## src/rtl/ramp_adc_pkg.sv

```systemverilog
package ramp_adc_pkg;

   // rising ramp: near-linear, bin centred in the code range
   function automatic int rise_code(int o, int code_w, int ofs_w);
      return (o << (code_w - ofs_w)) + (1 << (code_w - ofs_w - 1));
   endfunction

   // falling ramp, exponential decay per bin with factor k/256
   function automatic int fall_exp_code(int o, int code_w, int k);
      int m;
      m = ((1 << code_w) - 1) << 8;
      for (int i = 0; i < o; i++) m = (m * k) >> 8;
      return m >> 8;
   endfunction

   // falling ramp treated as linear mirror of the rising one
   function automatic int fall_lin_code(int o, int code_w, int ofs_w);
      return ((1 << code_w) - 1) - rise_code(o, code_w, ofs_w);
   endfunction

endpackage

```

## src/rtl/ramp_timer.sv

```systemverilog
module ramp_timer #(
   parameter int TS_W        = 16,
   parameter int HALF_CYCLES = 16,
   parameter int FINE_BITS   = 2
) (
   input  logic            clk,
   input  logic            rst_n,
   output logic            drive,
   output logic            dir,
   output logic            last_cyc,
   output logic [TS_W-1:0] start_ts
);
   localparam int PH_W      = $clog2(HALF_CYCLES);
   localparam int HALF_BINS = HALF_CYCLES << FINE_BITS;

   logic [PH_W-1:0] ph;

   assign last_cyc = (ph == PH_W'(HALF_CYCLES - 1));
   assign dir      = ~drive;

   always_ff @(posedge clk) begin
      if (!rst_n) begin
         ph       <= '0;
         drive    <= 1'b1;
         start_ts <= '0;
      end else if (last_cyc) begin
         ph       <= '0;
         drive    <= ~drive;
         start_ts <= start_ts + TS_W'(HALF_BINS);
      end else begin
         ph <= ph + 1'b1;
      end
   end
endmodule

```

## src/rtl/crossing_gate.sv

```systemverilog
module crossing_gate #(
   parameter int TS_W  = 16,
   parameter int OFS_W = 6,
   parameter int ERR_W = 8
) (
   input  logic             clk,
   input  logic             rst_n,
   input  logic             ts_valid,
   input  logic [TS_W-1:0]  ts_time,
   input  logic [TS_W-1:0]  start_ts,
   input  logic             last_cyc,
   output logic             acc,
   output logic             sat_fire,
   output logic [OFS_W-1:0] ofs,
   output logic [ERR_W-1:0] err_count
);
   logic [TS_W-1:0] diff;
   logic            in_win;
   logic            got;
   logic            bad;

   assign diff     = ts_time - start_ts;
   assign in_win   = (diff[TS_W-1:OFS_W] == '0);
   assign ofs      = diff[OFS_W-1:0];
   assign acc      = ts_valid && in_win && !got;
   assign bad      = ts_valid && !acc;
   assign sat_fire = last_cyc && !got && !acc;

   always_ff @(posedge clk) begin
      if (!rst_n) begin
         got       <= 1'b0;
         err_count <= '0;
      end else begin
         got <= last_cyc ? 1'b0 : (got | acc);
         if (bad && (err_count != '1)) err_count <= err_count + 1'b1;
      end
   end
endmodule

```

## src/rtl/code_rom.sv

```systemverilog
module code_rom
   import ramp_adc_pkg::*;
#(
   parameter int OFS_W    = 6,
   parameter int CODE_W   = 8,
   parameter bit FALL_EXP = 1'b1,
   parameter int DECAY_K  = 240
) (
   input  logic              clk,
   input  logic              rd_en,
   input  logic [OFS_W:0]    addr,
   output logic [CODE_W-1:0] q
);
   localparam int HALF_BINS = 1 << OFS_W;
   localparam int DEPTH     = 2 * HALF_BINS;

   logic [CODE_W-1:0] tbl [DEPTH];

   for (genvar i = 0; i < HALF_BINS; i++) begin : g_ent
      assign tbl[i] = CODE_W'(rise_code(i, CODE_W, OFS_W));
      if (FALL_EXP) begin : g_exp
         assign tbl[HALF_BINS+i] = CODE_W'(fall_exp_code(i, CODE_W, DECAY_K));
      end else begin : g_lin
         assign tbl[HALF_BINS+i] = CODE_W'(fall_lin_code(i, CODE_W, OFS_W));
      end
   end

   always_ff @(posedge clk) begin
      if (rd_en) q <= tbl[addr];
   end
endmodule

```

## src/rtl/ramp_adc_seq.sv

```systemverilog
module ramp_adc_seq #(
   parameter int TS_W        = 16,
   parameter int HALF_CYCLES = 16,
   parameter int FINE_BITS   = 2,
   parameter int CODE_W      = 8,
   parameter int ERR_W       = 8,
   parameter bit FALL_EXP    = 1'b1,
   parameter int DECAY_K     = 240
) (
   input  logic              clk,
   input  logic              rst_n,
   input  logic              ts_valid,
   input  logic [TS_W-1:0]   ts_time,
   output logic              ref_drive,
   output logic              smp_valid,
   output logic [CODE_W-1:0] smp_code,
   output logic              smp_dir,
   output logic              smp_sat,
   output logic [TS_W-1:0]   smp_time,
   output logic [ERR_W-1:0]  err_count
);
   localparam int OFS_W     = $clog2(HALF_CYCLES) + FINE_BITS;
   localparam int HALF_BINS = 1 << OFS_W;

   if ((1 << $clog2(HALF_CYCLES)) != HALF_CYCLES || HALF_CYCLES < 2) begin : g_bad_half
      $error("HALF_CYCLES must be a power of two of at least 2");
   end
   if (CODE_W <= OFS_W) begin : g_bad_code
      $error("CODE_W must exceed the offset width");
   end
   if (TS_W <= OFS_W) begin : g_bad_ts
      $error("TS_W must exceed the offset width");
   end
   if (DECAY_K < 1 || DECAY_K > 255) begin : g_bad_k
      $error("DECAY_K must lie in 1..255");
   end

   logic              dir;
   logic              last_cyc;
   logic [TS_W-1:0]   start_ts;
   logic              acc;
   logic              sat_fire;
   logic [OFS_W-1:0]  ofs;
   logic [CODE_W-1:0] rom_q;

   ramp_timer #(
      .TS_W(TS_W), .HALF_CYCLES(HALF_CYCLES), .FINE_BITS(FINE_BITS)
   ) timer_i (
      .clk(clk), .rst_n(rst_n), .drive(ref_drive), .dir(dir),
      .last_cyc(last_cyc), .start_ts(start_ts)
   );

   crossing_gate #(
      .TS_W(TS_W), .OFS_W(OFS_W), .ERR_W(ERR_W)
   ) gate_i (
      .clk(clk), .rst_n(rst_n), .ts_valid(ts_valid), .ts_time(ts_time),
      .start_ts(start_ts), .last_cyc(last_cyc), .acc(acc),
      .sat_fire(sat_fire), .ofs(ofs), .err_count(err_count)
   );

   code_rom #(
      .OFS_W(OFS_W), .CODE_W(CODE_W), .FALL_EXP(FALL_EXP), .DECAY_K(DECAY_K)
   ) rom_i (
      .clk(clk), .rd_en(acc), .addr({dir, ofs}), .q(rom_q)
   );

   always_ff @(posedge clk) begin
      if (!rst_n) begin
         smp_valid <= 1'b0;
         smp_sat   <= 1'b0;
         smp_dir   <= 1'b0;
         smp_time  <= '0;
      end else begin
         smp_valid <= acc | sat_fire;
         smp_sat   <= sat_fire;
         if (acc | sat_fire) begin
            smp_dir  <= dir;
            smp_time <= acc ? ts_time : (start_ts + TS_W'(HALF_BINS - 1));
         end
      end
   end

   assign smp_code = smp_sat ? (smp_dir ? '0 : '1) : rom_q;
endmodule


```

## config.mk

```make
export PLATFORM = sky130hd
export DESIGN_NAME = ramp_adc_seq
export DESIGN_NICKNAME = d
export VERILOG_FILES = /design/src/rtl/ramp_adc_pkg.sv /design/src/rtl/ramp_timer.sv /design/src/rtl/crossing_gate.sv /design/src/rtl/code_rom.sv /design/src/rtl/ramp_adc_seq.sv
export SDC_FILE = /design/constraint.sdc
export NUM_CORES = 1
export LEC_CHECK = 0
export CORE_ASPECT_RATIO = 0.8
export CORE_MARGIN = 10
export CORE_UTILIZATION = 47
export DETAILED_ROUTE_END_ITERATION = 16
export DONT_BUFFER_PORTS = 1
export HOLD_SLACK_MARGIN = 0.05
export MAX_ROUTING_LAYER = met4
export SLEW_MARGIN = 15
export SYNTH_ARGS = -nofsm -noshare
export SYNTH_HDL_FRONTEND = slang
export SYNTH_SLANG_ARGS = --single-unit
```

## constraint.sdc

```tcl
create_clock -name clk -period 3.3 [get_ports clk]
set_clock_uncertainty 0.15 [all_clocks]
set_input_delay 0 -clock clk [delete_from_list [all_inputs] [get_ports clk]]
set_output_delay 0 -clock clk [all_outputs]
set_load 0.02 [all_outputs]
```

Yosys cells after proc, flatten, opt, wreduce, memory -nomap -nowiden
Memories as Yosys holds them, arrays and structs flattened. A register that Yosys moved wholly into a read port is not among the register bits.
Cells that the tools add are included.
{"block": "word_totals", "romBits": 1024, "mem_bits_rw": 0, "latch_bits": 0, "word_cells": 35, "output_inout_bits": 36, "reg_bits": 49, "mem_count": 1}
{"block": "classes", "n_reduce_logical": 10, "n_eq_ne": 2, "n_lt_le_gt_ge": 0, "shifts": 0, "add_sub_neg": 5, "multipliers": 0, "mux": 3, "div_mod_pow": 0, "bitwise": 5}
{"name": "(no name shown)", "depth": 128, "width": 8, "read_ports": 1, "rd_ports_with_merged_regs": 1, "wr": 0, "line": "code_rom.sv:29", "text": "if (rd_en) q <= tbl[addr];"}
{"cell": "adder 16 x 6 -> 16 bit, second input constant", "n": 1}
{"cell": "adder 16 x 7 -> 16 bit, second input constant", "n": 1}
{"cell": "2-to-1 mux 16 bit", "n": 1}
{"cell": "2-to-1 mux 8 bit", "n": 2}
{"cell": "subtractor 16 bit", "n": 1}
{"cell": "zero test 10 bit", "n": 1}
{"cell": "adder 8 x 1 -> 8 bit, second input constant", "n": 1}
{"cell": "!= test 8 bit, second input constant", "n": 1}
{"cell": "inverter 7 -> 8 bit", "n": 1}
{"cell": "logical AND 1 bit", "n": 6}
{"cell": "adder 4 x 1 -> 4 bit, second input constant", "n": 1}
{"cell": "== test 4 bit, second input constant", "n": 1}
{"cell": "zero test 1 bit", "n": 2}
{"cell": "inverter 1 bit", "n": 2}
{"cell": "OR 1 bit", "n": 2}
{"cell": "OR reduction 2 bit", "n": 1}

Logic depth before layout (Yosys ltp)
Gate-level depths: netlist of run 1.
{"block": "logic_depth", "ltp_word": 7, "ltp_mapped": 10, "mapped_depth_nobuf": 9}

Hierarchy
Synthesis of run 1 repeated with hierarchy kept, for this count alone.
{"block": "unflattened", "hier_cells": 542, "hier_area_um2": 4420.5}
{"module": "crossing_gate", "n_inst": 1, "cells_each": 173, "area_per_inst_um2": 1378.8}
{"module": "ramp_adc_seq", "n_inst": 1, "cells_each": 164, "area_per_inst_um2": 1252.5}
{"module": "code_rom", "n_inst": 1, "cells_each": 127, "area_per_inst_um2": 1094.8}
{"module": "ramp_timer", "n_inst": 1, "cells_each": 78, "area_per_inst_um2": 694.4}

Worst setup path before layout of run 1
No wires, ideal clock.
{"block": "synth_path", "path_kind": "register to register", "start": "reg timer_i.start_ts[8]", "end": "reg rom_i.q[0], enable pin", "path_buffers": 0, "setup_time_ns": 0.324, "t_arrival_ns": 2.287, "period_less_slack_ns": 2.761, "stages_incl_launch_ff": 10, "slack_ns": 0.539, "cell_sequence": "dfxtp_1 > inv_1 > ha_1 > a21oi_1 > nand2_1 > a211o_1 > a211o_1 > nor4_4 > nand2b_1 > inv_1"}
{"block": "synth_between", "elab_chain_len": 4}
{"element": "start, declared", "line": "ramp_timer.sv:11", "text": "output logic [TS_W-1:0] start_ts"}
{"element": "start signal, assigned", "line": "ramp_timer.sv:29", "text": "start_ts <= start_ts + TS_W'(HALF_BINS);"}
{"element": "subtractor 16 bit", "line": "crossing_gate.sv:22", "text": "assign diff = ts_time - start_ts;"}
{"element": "zero test 10 bit", "line": "crossing_gate.sv:23", "text": "assign in_win = (diff[TS_W-1:OFS_W] == '0);"}
{"element": "logical AND 1 bit (2 in a row)", "line": "crossing_gate.sv:25", "text": "assign acc = ts_valid && in_win && !got;"}
{"element": "end, declared", "line": "code_rom.sv:12", "text": "output logic [CODE_W-1:0] q"}
No other way between the ends.
A chain may end at the register's enable or synchronous reset.

Worst setup path in the final report of run 1
{"block": "layout_path", "start": "reg timer_i.start_ts[8]", "end": "reg rom_i.q[3], enable pin"}
The elaborated chain is that of the path after synthesis.

==> summary.md, run 1 <==
| Metric | Value |
|---|---|
| Status | finished clean |
| EDFF count, synth | 8 |
| Tmin final | 3.00 ns |
| Global-route wire length before repair | 14500 um |
| Gpl congestion | 0.849 |
| CTS Buf Count | 5 |
| Clock latency on the worst-skew pair | 0.31 ns |
| Diode count | 0 |
| Chip Width | 115 um |
| DR iter-0 viols | 328 |
| Hold Crit Class | in2reg |
| Max cap viols | 0 |
| Ys async rst share | 0% |
| Initial antenna violation count | 0 |
| Die Area | 0.0111 mm^2 |
| Cells along the critical path | inv_1 -> ha_1 -> a21oi_1 -> nand2_1 -> a211o_1 -> a211o_1 -> nor4_4 -> nand2b_1 -> inv_1 |
| Adder-cell share of the synthesized area | 8.09% |
| WL/cell | 17.4 um |
| Post-Syn Instances | 417 |
| Area of the multi-input gates | 0.00209 mm^2 |
| # nets final | 465 |
| CTS root buf | clkbuf_8 |
| Longest Clk Path Bufs | 2 |
| Least-Margin Pin Slew | 0.706 ns |
| DP Wirelength | 6270 um |
| Power Total | 1.27 mW |
| Core area | 0.00696 mm^2 |
| Slew Limit Fails | 0 |
| Fillers | 663 |
| DRT antenna net count | 0 |
| Synth Area per Inst | 8.16 um^2 |
| XOR/XNOR Fraction of Synth Area | 4.12% |
| Die height | 96.1 um |
| Via count | 2977 |
| Post-synthesis net count | 458 |
| Total wire length | 8910 um |
| Clock sink count | 51 |
| Power density cells | 336 mW/mm^2 |
| CTS H-tree lvls | 2 |
| P_leak | 1.58 nW |
| Ys Warns | 0 |
| Clock transition at path regs | 0.10 ns |
| Register area | 0.00110 mm^2 |
| Tot GR Track Use | 16.5% |
| Ports | 55 |
| Drt drc | 0 |
| Critical Path AT | 2.84 ns |
| Headroom to the max-slew limit | 52.9% |
| Synth unique cells | 54 |
| Critical path class | reg2reg |
| Commonest non-fill, non-tap cells in the layout | 43 x nand2_1, 43 x dfxtp_1, 37 x nor2_1, 33 x o21ai_0, 26 x inv_1 |
| Achievable frequency | 0.333 GHz |
| Mux cell area share after synthesis | 2.80% |
| Primary FF master, synth | dfxtp_1 |
| Setup Buffers After CTS | 0 |
| CP top delay family | compound AO/OA/AOI/OAI gates |
| Simple-gate share of the synthesized area | 23.5% |
| Slowest stage delay, CP | 0.39 ns |
| WP data required | 3.13 ns |
| DR vias/cell | 5.81 |
| Max VDD drop | 0.000249 V |
| Startpoint Class | flop |
| Largest family of logic cells by synthesized area | simple AND/OR/NAND/NOR gates |
| Setup crit end kind | flop |
| CP max FO | 8 |
| Worst path bufs/invs | 2 |
| CTS tree | done |
| Largest net degree at the start of global routing | 49 |
| Worst R2R Setup Slack | 0.30 ns |
| GRT overflow | 0 |
| Slowest library cell on the worst path | dfxtp_1 |
| FF+latch count, synth | 51 |
| Ratio of cells with drive above 1 in the final layout | 6.82% |
| Fin Setup TNS | 0 ns |
| Drt first pass iters | 5 |
| Cell Rows | 27 |
| Port bufs | 0 |
| Vias in the first global route | 2701 |
| Final setup fails | 0 |
| Sequential area share after synthesis | 32.4% |
| Synth Cell Area | 0.00340 mm^2 |
| Starting density of the core | 48.9% |
| Final hold violation count | 0 |
| P&R area growth vs syn | 10.8% |
| Placed cell count | 484 |
| # resized after CTS | 0 |
| Synth Area in Compound Gates | 22.8% |
| Hold_ws | 0.0612 ns |
| Post-Layout Cell Count | 512 |
| Unrepaired setup endpoints after global routing | no |
| Final Cycle Share | 91.0% |
power breakdown:
| part | internal, mW | switching [mW] | total, mW |
|---|---|---|---|
| clock | 0.229 | 0.222 | 0.451 |
| combinational | 0.0775 | 0.0965 | 0.174 |
| sequential | 0.635 | 0.00865 | 0.644 |
final cells by class:
type / count / area share, %
Clock buffer: 5 / 1.83
Clock inverter: 3 / 1.23
Inverter: 26 / 2.59
Multi-Input combinational cell: 314 / 55.5
Sequential cell: 51 / 29.2
Tap cell: 87 / 2.89
Timing Repair Buffer: 26 / 6.77
kinds of logic (layout without fill, tap and decap cells):
logic type,Yosys count,after routing
fa+ha+maj,22,22
buf+inv,52,60
xor+xnor,16,16
mux,8,8
simple gates,156,156
compound gates,112,112
flops,51,51
worst min-delay path, cell delays in order:
cell and delay (ns):
o21ai_0 0.10, o21ai_0 0.14, o21ai_0 0.09
metal layers:
metal  wire length [um]  vias to the layer above  share of wire (%)  track usage (%)
li1                   -                     1500                  -                -
met1               4620                     1379                 52             24.4
met2               3470                       94                 39             21.9
met3                787                        4                8.8             4.48
met4                 34                        0               0.38             2.67
met5                  0                        -                  0                -
Yosys cell counts, types with 4 or more instances:
master | n | area share [%]
a211oi_1 | 5 | 1.1
edfxtp_1 | 8 | 7.1
a31oi_1 | 4 | 0.74
a21oi_1 | 16 | 2.4
o21ai_0 | 33 | 4.9
nor2b_1 | 5 | 0.92
o31ai_1 | 4 | 0.88
and3_1 | 13 | 2.4
nand4_1 | 5 | 0.92
nor2_1 | 37 | 4.1
clkbuf_1 | 19 | 2.1
inv_1 | 26 | 2.9
nand3_1 | 11 | 1.6
ha_1 | 22 | 8.1
nand2b_1 | 11 | 2.0
and2_1 | 15 | 2.8
nor3_1 | 6 | 0.88
xnor2_1 | 11 | 2.8
a21o_1 | 5 | 1.1
a211o_1 | 14 | 3.6
o221a_2 | 6 | 2.0
nand2_1 | 43 | 4.7
dfxtp_1 | 43 | 25
mux2i_1 | 5 | 1.5
xor2_1 | 5 | 1.3
per-stage QoR:
stage | cell area, um^2 | utilization (%) | setup WS, ns
final | 3770 | 54.2 | 0.296
after global routing | 3770 | 54.2 | 0.0741
after CTS | 3770 | 54.2 | 0.335
after detailed placement | 3440 | 49.5 | 0.354
after global placement | 3440 | 49.5 | 0.396
after floorplan | 3400 | - | 0.539
final timing paths:
kind                            cells past startpoint            end                 from
worst max-delay path                                9     rom_i.q[3]  timer_i.start_ts[8]
worst min register to register                      1  timer_i.ph[0]        timer_i.ph[0]
worst max register to register                      9     rom_i.q[3]  timer_i.start_ts[8]
worst min-delay path                                3     rom_i.q[3]           ts_time[4]
state kept, by name, summed over array words and instances, names as in the netlist:
name,flops
smp_time,16
timer_i.start_ts,10
gate_i.err_count,8
rom_i.q,8
timer_i.ph,4
gate_i.got,1
smp_dir,1
smp_sat,1
smp_valid,1
timer_i.drive,1
timing repair:
action	CTS	global route
hold buffers	20	0
endpoints found under the setup margin	0	0
endpoints found under the hold margin	51	0
Power figures use the tool's default switching activity.
==> inputs of run 2 (changes only) <==
RECOVER_POWER = 50   (was unset)
==> summary.md, run 2 (synthesized netlist as in run 1, its figures left out) <==
| Metric | Value |
|---|---|
| Status | finished clean |
| Least-Margin Pin Slew | 0.707 ns (+0.00189 ns) |
| Hold Crit Class | in2reg |
| Fin Setup TNS | 0 ns (unchanged) |
| Tot GR Track Use | 16.5% (unchanged) |
| Drt drc | 0 (unchanged) |
| Final hold violation count | 0 (unchanged) |
| P_leak | 1.58 nW (-0.19%) |
| Ratio of cells with drive above 1 in the final layout | 6.82% (unchanged) |
| WL/cell | 17.5 um (+0.38%) |
| Fillers | 663 (unchanged) |
| Via count | 2993 (+0.54%) |
| Clock transition at path regs | 0.10 ns (about the same) |
| WP data required | 3.13 ns (about the same) |
| Diode count | 0 (unchanged) |
| Slowest library cell on the worst path | dfxtp_1 |
| Register name with the most flops | smp_time |
| P&R area growth vs syn | 10.8% (unchanged) |
| Chip Width | 115 um (unchanged) |
| CP max FO | 8 (unchanged) |
| Unrepaired setup endpoints after global routing | no |
| CTS root buf | clkbuf_8 |
| Port bufs | 0 (unchanged) |
| Vias in the first global route | 2701 (unchanged) |
| Gpl congestion | 0.849 (unchanged) |
| DR vias/cell | 5.85 (+0.54%) |
| Total wire length | 8950 um (+0.38%) |
| Achievable frequency | 0.334 GHz (+0.46%) |
| Global-route wire length before repair | 14500 um (unchanged) |
| Headroom to the max-slew limit | 52.8% (-0.13 points) |
| Critical Path AT | 2.82 ns (-0.02 ns) |
| Clock latency on the worst-skew pair | 0.31 ns (about the same) |
| DRT antenna net count | 0 (unchanged) |
| Critical path class | reg2reg |
| Max VDD drop | 0.000249 V (about the same) |
| Die height | 96.1 um (unchanged) |
| Max reg flops | 16 (unchanged) |
| GRT overflow | 0 (unchanged) |
| Initial antenna violation count | 0 (unchanged) |
| Final setup fails | 0 (unchanged) |
| Final Cycle Share | 90.6% (-0.41 points) |
| Slew Limit Fails | 0 (unchanged) |
| Dpl ws | 0.354 ns (unchanged) |
| Commonest non-fill, non-tap cells in the layout | 43 x nand2_1, 43 x dfxtp_1, 37 x nor2_1, 33 x o21ai_0, 26 x inv_1 |
| Power Total | 1.27 mW (about the same) |
| Slowest stage delay, CP | 0.39 ns (about the same) |
| CTS H-tree lvls | 2 (unchanged) |
| Die Area | 0.0111 mm^2 (unchanged) |
| Register area | 0.00110 mm^2 (unchanged) |
| Power density cells | 337 mW/mm^2 (about the same) |
| DP Wirelength | 6270 um (unchanged) |
| Cell Area, Placed | 0.00344 mm^2 (unchanged) |
| Core area | 0.00696 mm^2 (unchanged) |
| Longest Clk Path Bufs | 2 (unchanged) |
| Setup ws final | 0.309 ns (+0.0137 ns) |
| Startpoint Class | flop |
| Drt first pass iters | 5 (unchanged) |
| Cell Rows | 27 (unchanged) |
| Worst path bufs/invs | 2 (unchanged) |
| Placed cell count | 484 (unchanged) |
| Largest net degree at the start of global routing | 49 (unchanged) |
| # resized after CTS | 0 (unchanged) |
| Final instance area | 0.00377 mm^2 (unchanged) |
| Post-Layout Cell Count | 512 (unchanged) |
| CP top delay family | compound AO/OA/AOI/OAI gates |
| Tmin final | 2.99 ns (-0.0137 ns) |
| Clock sink count | 51 (unchanged) |
| Area of the multi-input gates | 0.00209 mm^2 (unchanged) |
| Setup crit end kind | flop |
| DR iter-0 viols | 329 (+0.30%) |
| Max cap viols | 0 (unchanged) |
| Biggest regs | smp_time: 16 flops, timer_i.start_ts: 10 flops |
| CTS Buf Count | 5 (unchanged) |
| Cells along the critical path | inv_1 -> ha_1 -> a21oi_1 -> nand2_1 -> a211o_1 -> a211o_1 -> nor4_4 -> nand2b_1 -> inv_1 |
| Ports | 55 (unchanged) |
| # nets final | 465 (unchanged) |
| CTS tree | done |
| Starting density of the core | 48.9% (unchanged) |
run 2: cell count changes in the layout (fill, tap and decap cells not counted):
cell	change
and2_0	+3
and2_1	-3
run 2: power breakdown:
group | leakage (nW) | internal (mW) | switching (mW)
clock network | 0.0548 | 0.229 | 0.222
logic | 1.11 | 0.0774 | 0.0971
registers | 0.418 | 0.635 | 0.00864
total | 1.58 | 0.941 | 0.328
run 2: worst reg2reg max path, delay by kind of cell (launching register included):
kind | cells | cell delay [ns]
buffers and inverters | 2 | 0.35
DFF | 1 | 0.39
AOI/OAI and AO/OA | 3 | 0.84
adders and majority gates | 1 | 0.34
and+or+nand+nor | 3 | 0.60
run 2: layer usage:
metal	up-vias	GRT usage [%]	routed length, um
met2	111	21.9	3450
met5	-	-	0
met4	0	2.67	46
met1	1378	24.4	4620
li1	1498	-	-
met3	6	4.48	829
run 2: area by class of cell:
class | instances | share of cell area, %
clock inverter | 3 | 1.23
clock buffer | 5 | 1.83
tap | 87 | 2.89
timing repair buffer | 26 | 6.77
sequential | 51 | 29.2
multi-input combinational | 314 | 55.5
inverter | 26 | 2.59
run 2: timing repair:
| item | CTS | global route |
|---|---|---|
| endpoints found under the hold margin | 51 | 0 |
| setup buffers | 0 | 0 |
| hold buffers | 20 | 0 |
run 2: metrics by stage:
step / hold WS, ns / util (%)
after global routing: 0.0861 / 54.2
final: 0.0620 / 54.2
after global placement: -0.0749 / 49.5
after detailed placement: -0.0720 / 49.5
after CTS: 0.0563 / 54.2
after floorplan: 0.0147 / -
run 2: path summary, 6_finish.rpt:
kind | from | end | slack (ns) | depth (start not counted)
max | timer_i.start_ts[8] | rom_i.q[3] | 0.31 | 9
min | ts_time[4] | rom_i.q[3] | 0.06 | 3
max reg2reg | timer_i.start_ts[8] | rom_i.q[3] | 0.31 | 9
min reg2reg | timer_i.ph[0] | timer_i.ph[0] | 0.33 | 1
==> inputs of run 3 (changes only) <==
CORE_UTILIZATION = 45   (was 47)
==> summary.md, run 3 (synthesized netlist as in run 1, its figures left out) <==
| Metric | Value |
|---|---|
| CTS Buf Count | 5 (unchanged) |
| Tmin final | 3.11 ns (+0.120 ns) |
| Cell Rows | 28 (+3.7%) |
| Max cap viols | 0 (unchanged) |
| Total wire length | 9170 um (+2.5%) |
| Vias in the first global route | 2791 (+3.3%) |
| Initial antenna violation count | 0 (unchanged) |
| Longest Clk Path Bufs | 2 (unchanged) |
| Power Total | 1.22 mW (-3.6%) |
| P_leak | 1.58 nW (about the same) |
| Worst path bufs/invs | 1 (-1) |
| Slowest library cell on the worst path | or4b_1 |
| Critical path class | reg2reg |
| CP top delay family | compound AO/OA/AOI/OAI gates |
| CTS H-tree lvls | 2 (unchanged) |
| Drt first pass iters | 5 (unchanged) |
| CP max FO | 7 (-1) |
| DR iter-0 viols | 329 (unchanged) |
| DR vias/cell | 5.60 (-4.2%) |
| Power density cells | 321 mW/mm^2 (-4.6%) |
| Status | finished clean |
| Final Cycle Share | 94.2% (+3.6 points) |
| Tot GR Track Use | 15.7% (-0.79 points) |
| Commonest non-fill, non-tap cells in the layout | 43 x nand2_1, 43 x dfxtp_1, 37 x nor2_1, 33 x o21ai_0, 26 x inv_1 |
| Least-Margin Pin Slew | 0.706 ns (-0.00123 ns) |
| Die height | 97.8 um (+1.7%) |
| Startpoint Class | flop |
| GRT overflow | 0 (unchanged) |
| Setup ws final | 0.190 ns (-0.120 ns) |
| Starting density of the core | 46.0% (-2.9 points) |
| Hold_ws | 0.0703 ns (+0.00835 ns) |
| # nets final | 468 (+0.65%) |
| Clock latency on the worst-skew pair | 0.32 ns (about the same) |
| Port bufs | 0 (unchanged) |
| Dpl ws | 0.167 ns (-0.186 ns) |
| Ratio of cells with drive above 1 in the final layout | 7.48% (+0.65 points) |
| Hold Crit Class | in2reg |
| WP data required | 3.37 ns (+0.24 ns) |
| Slowest stage delay, CP | 0.52 ns (+0.13 ns) |
| Final hold violation count | 0 (unchanged) |
| Final instance area | 0.00381 mm^2 (+1.1%) |
| CTS tree | done |
| Final setup fails | 0 (unchanged) |
| Drt drc | 0 (unchanged) |
| Clock transition at path regs | 0.11 ns (about the same) |
| Headroom to the max-slew limit | 52.4% (-0.35 points) |
| CTS root buf | clkbuf_8 |
| Clock sink count | 51 (unchanged) |
| Biggest regs | smp_time: 16 flops, timer_i.start_ts: 10 flops |
| Ports | 55 (unchanged) |
| DP Wirelength | 6290 um (+0.41%) |
| Achievable frequency | 0.322 GHz (-3.8%) |
| Critical Path AT | 3.18 ns (+0.36 ns) |
| Diode count | 0 (unchanged) |
| Setup crit end kind | flop |
| Cell Area, Placed | 0.00346 mm^2 (+0.44%) |
| Fin Setup TNS | 0 ns (unchanged) |
| Die Area | 0.0115 mm^2 (+3.6%) |
| Core area | 0.00739 mm^2 (+6.2%) |
| Largest net degree at the start of global routing | 49 (unchanged) |
| Global-route wire length before repair | 14400 um (-0.86%) |
| Max reg flops | 16 (unchanged) |
| Gpl congestion | 0.822 (-3.3%) |
| Via count | 2984 (-0.30%) |
| DRT antenna net count | 0 (unchanged) |
| Max VDD drop | 0.000175 V (-30%) |
| Chip Width | 117 um (+1.8%) |
| Register name with the most flops | smp_time |
| Unrepaired setup endpoints after global routing | no |
| Slew Limit Fails | 0 (unchanged) |
| P&R area growth vs syn | 12.0% |
| Cells along the critical path | inv_1 -> ha_1 -> a21o_1 -> a22o_1 -> a211oi_1 -> nor2_1 -> nor4b_2 -> or4b_1 -> o211a_1 |
| WL/cell | 17.2 um (-1.6%) |
[run 3: cell types whose count changed in the layout (fill, tap and decap cells not counted), sizes merged]
cell,before,now
buf,7,8
bufinv,1,0
clkinv,0,1
dlygate4sd3,19,20
nor4b,2,3
[run 3: layout make-up]
cell class,count,area [um^2]
Sequential cell,51,1100
Multi-Input combinational cell,315,2110
Fill cell,726,3580
Tap cell,105,131
Clock inverter,3,27.5
Clock buffer,5,68.8
Timing Repair Buffer,28,273
Inverter,26,97.6
[run 3: worst paths after layout]
path                            depth (start not counted)            startpoint  slack, ns                  end
worst max register to register                          9  timer_i.start_ts[10]       0.19  gate_i.err_count[6]
worst max-delay path                                    9  timer_i.start_ts[10]       0.19  gate_i.err_count[6]
worst min-delay path                                    5            ts_time[2]       0.07           rom_i.q[2]
worst min register to register                          1         timer_i.ph[0]       0.34        timer_i.ph[0]
[run 3: timing repair]
item                       4_1_cts  5_1_grt
gates resized for setup          0        1
buffers inserted                 0        2
hold buffers                    21        0
hold endpoints to repair        51        0
setup endpoints to repair        0       17
[run 3: per-stage QoR]
| stage | std cells | util [%] |
|---|---|---|
| global placement | 501 | 46.8 |
| finish | 533 | 51.5 |
| CTS | 530 | 51.1 |
| floorplan | 417 | - |
| global route | 533 | 51.5 |
| detailed placement | 501 | 46.8 |
[run 3: layer usage]
layer	GRT usage (%)	vias up	share of wire [%]
met3	4.59	6	9.2
met4	2.85	0	0.62
met1	22.0	1386	49
met5	-	-	0
met2	22.0	88	41
li1	-	1504	-
[run 3: power breakdown]
part	total (mW)	internal (mW)	switching, mW	leakage [nW]
registers	0.644	0.635	0.00892	0.418
clock network	0.395	0.156	0.239	0.0463
logic	0.184	0.0810	0.103	1.12
total	1.22	0.872	0.351	1.58
[run 3: worst register-to-register path, delay by kind of cell, from the launching register on]
kind / cells / cell delay (ns)
AO/OA/AOI/OAI: 4 / 1.06
buffers and inverters: 1 / 0.10
flip-flops: 1 / 0.43
adder cells (fa/ha/maj): 1 / 0.37
AND/OR/NAND/NOR: 3 / 0.91
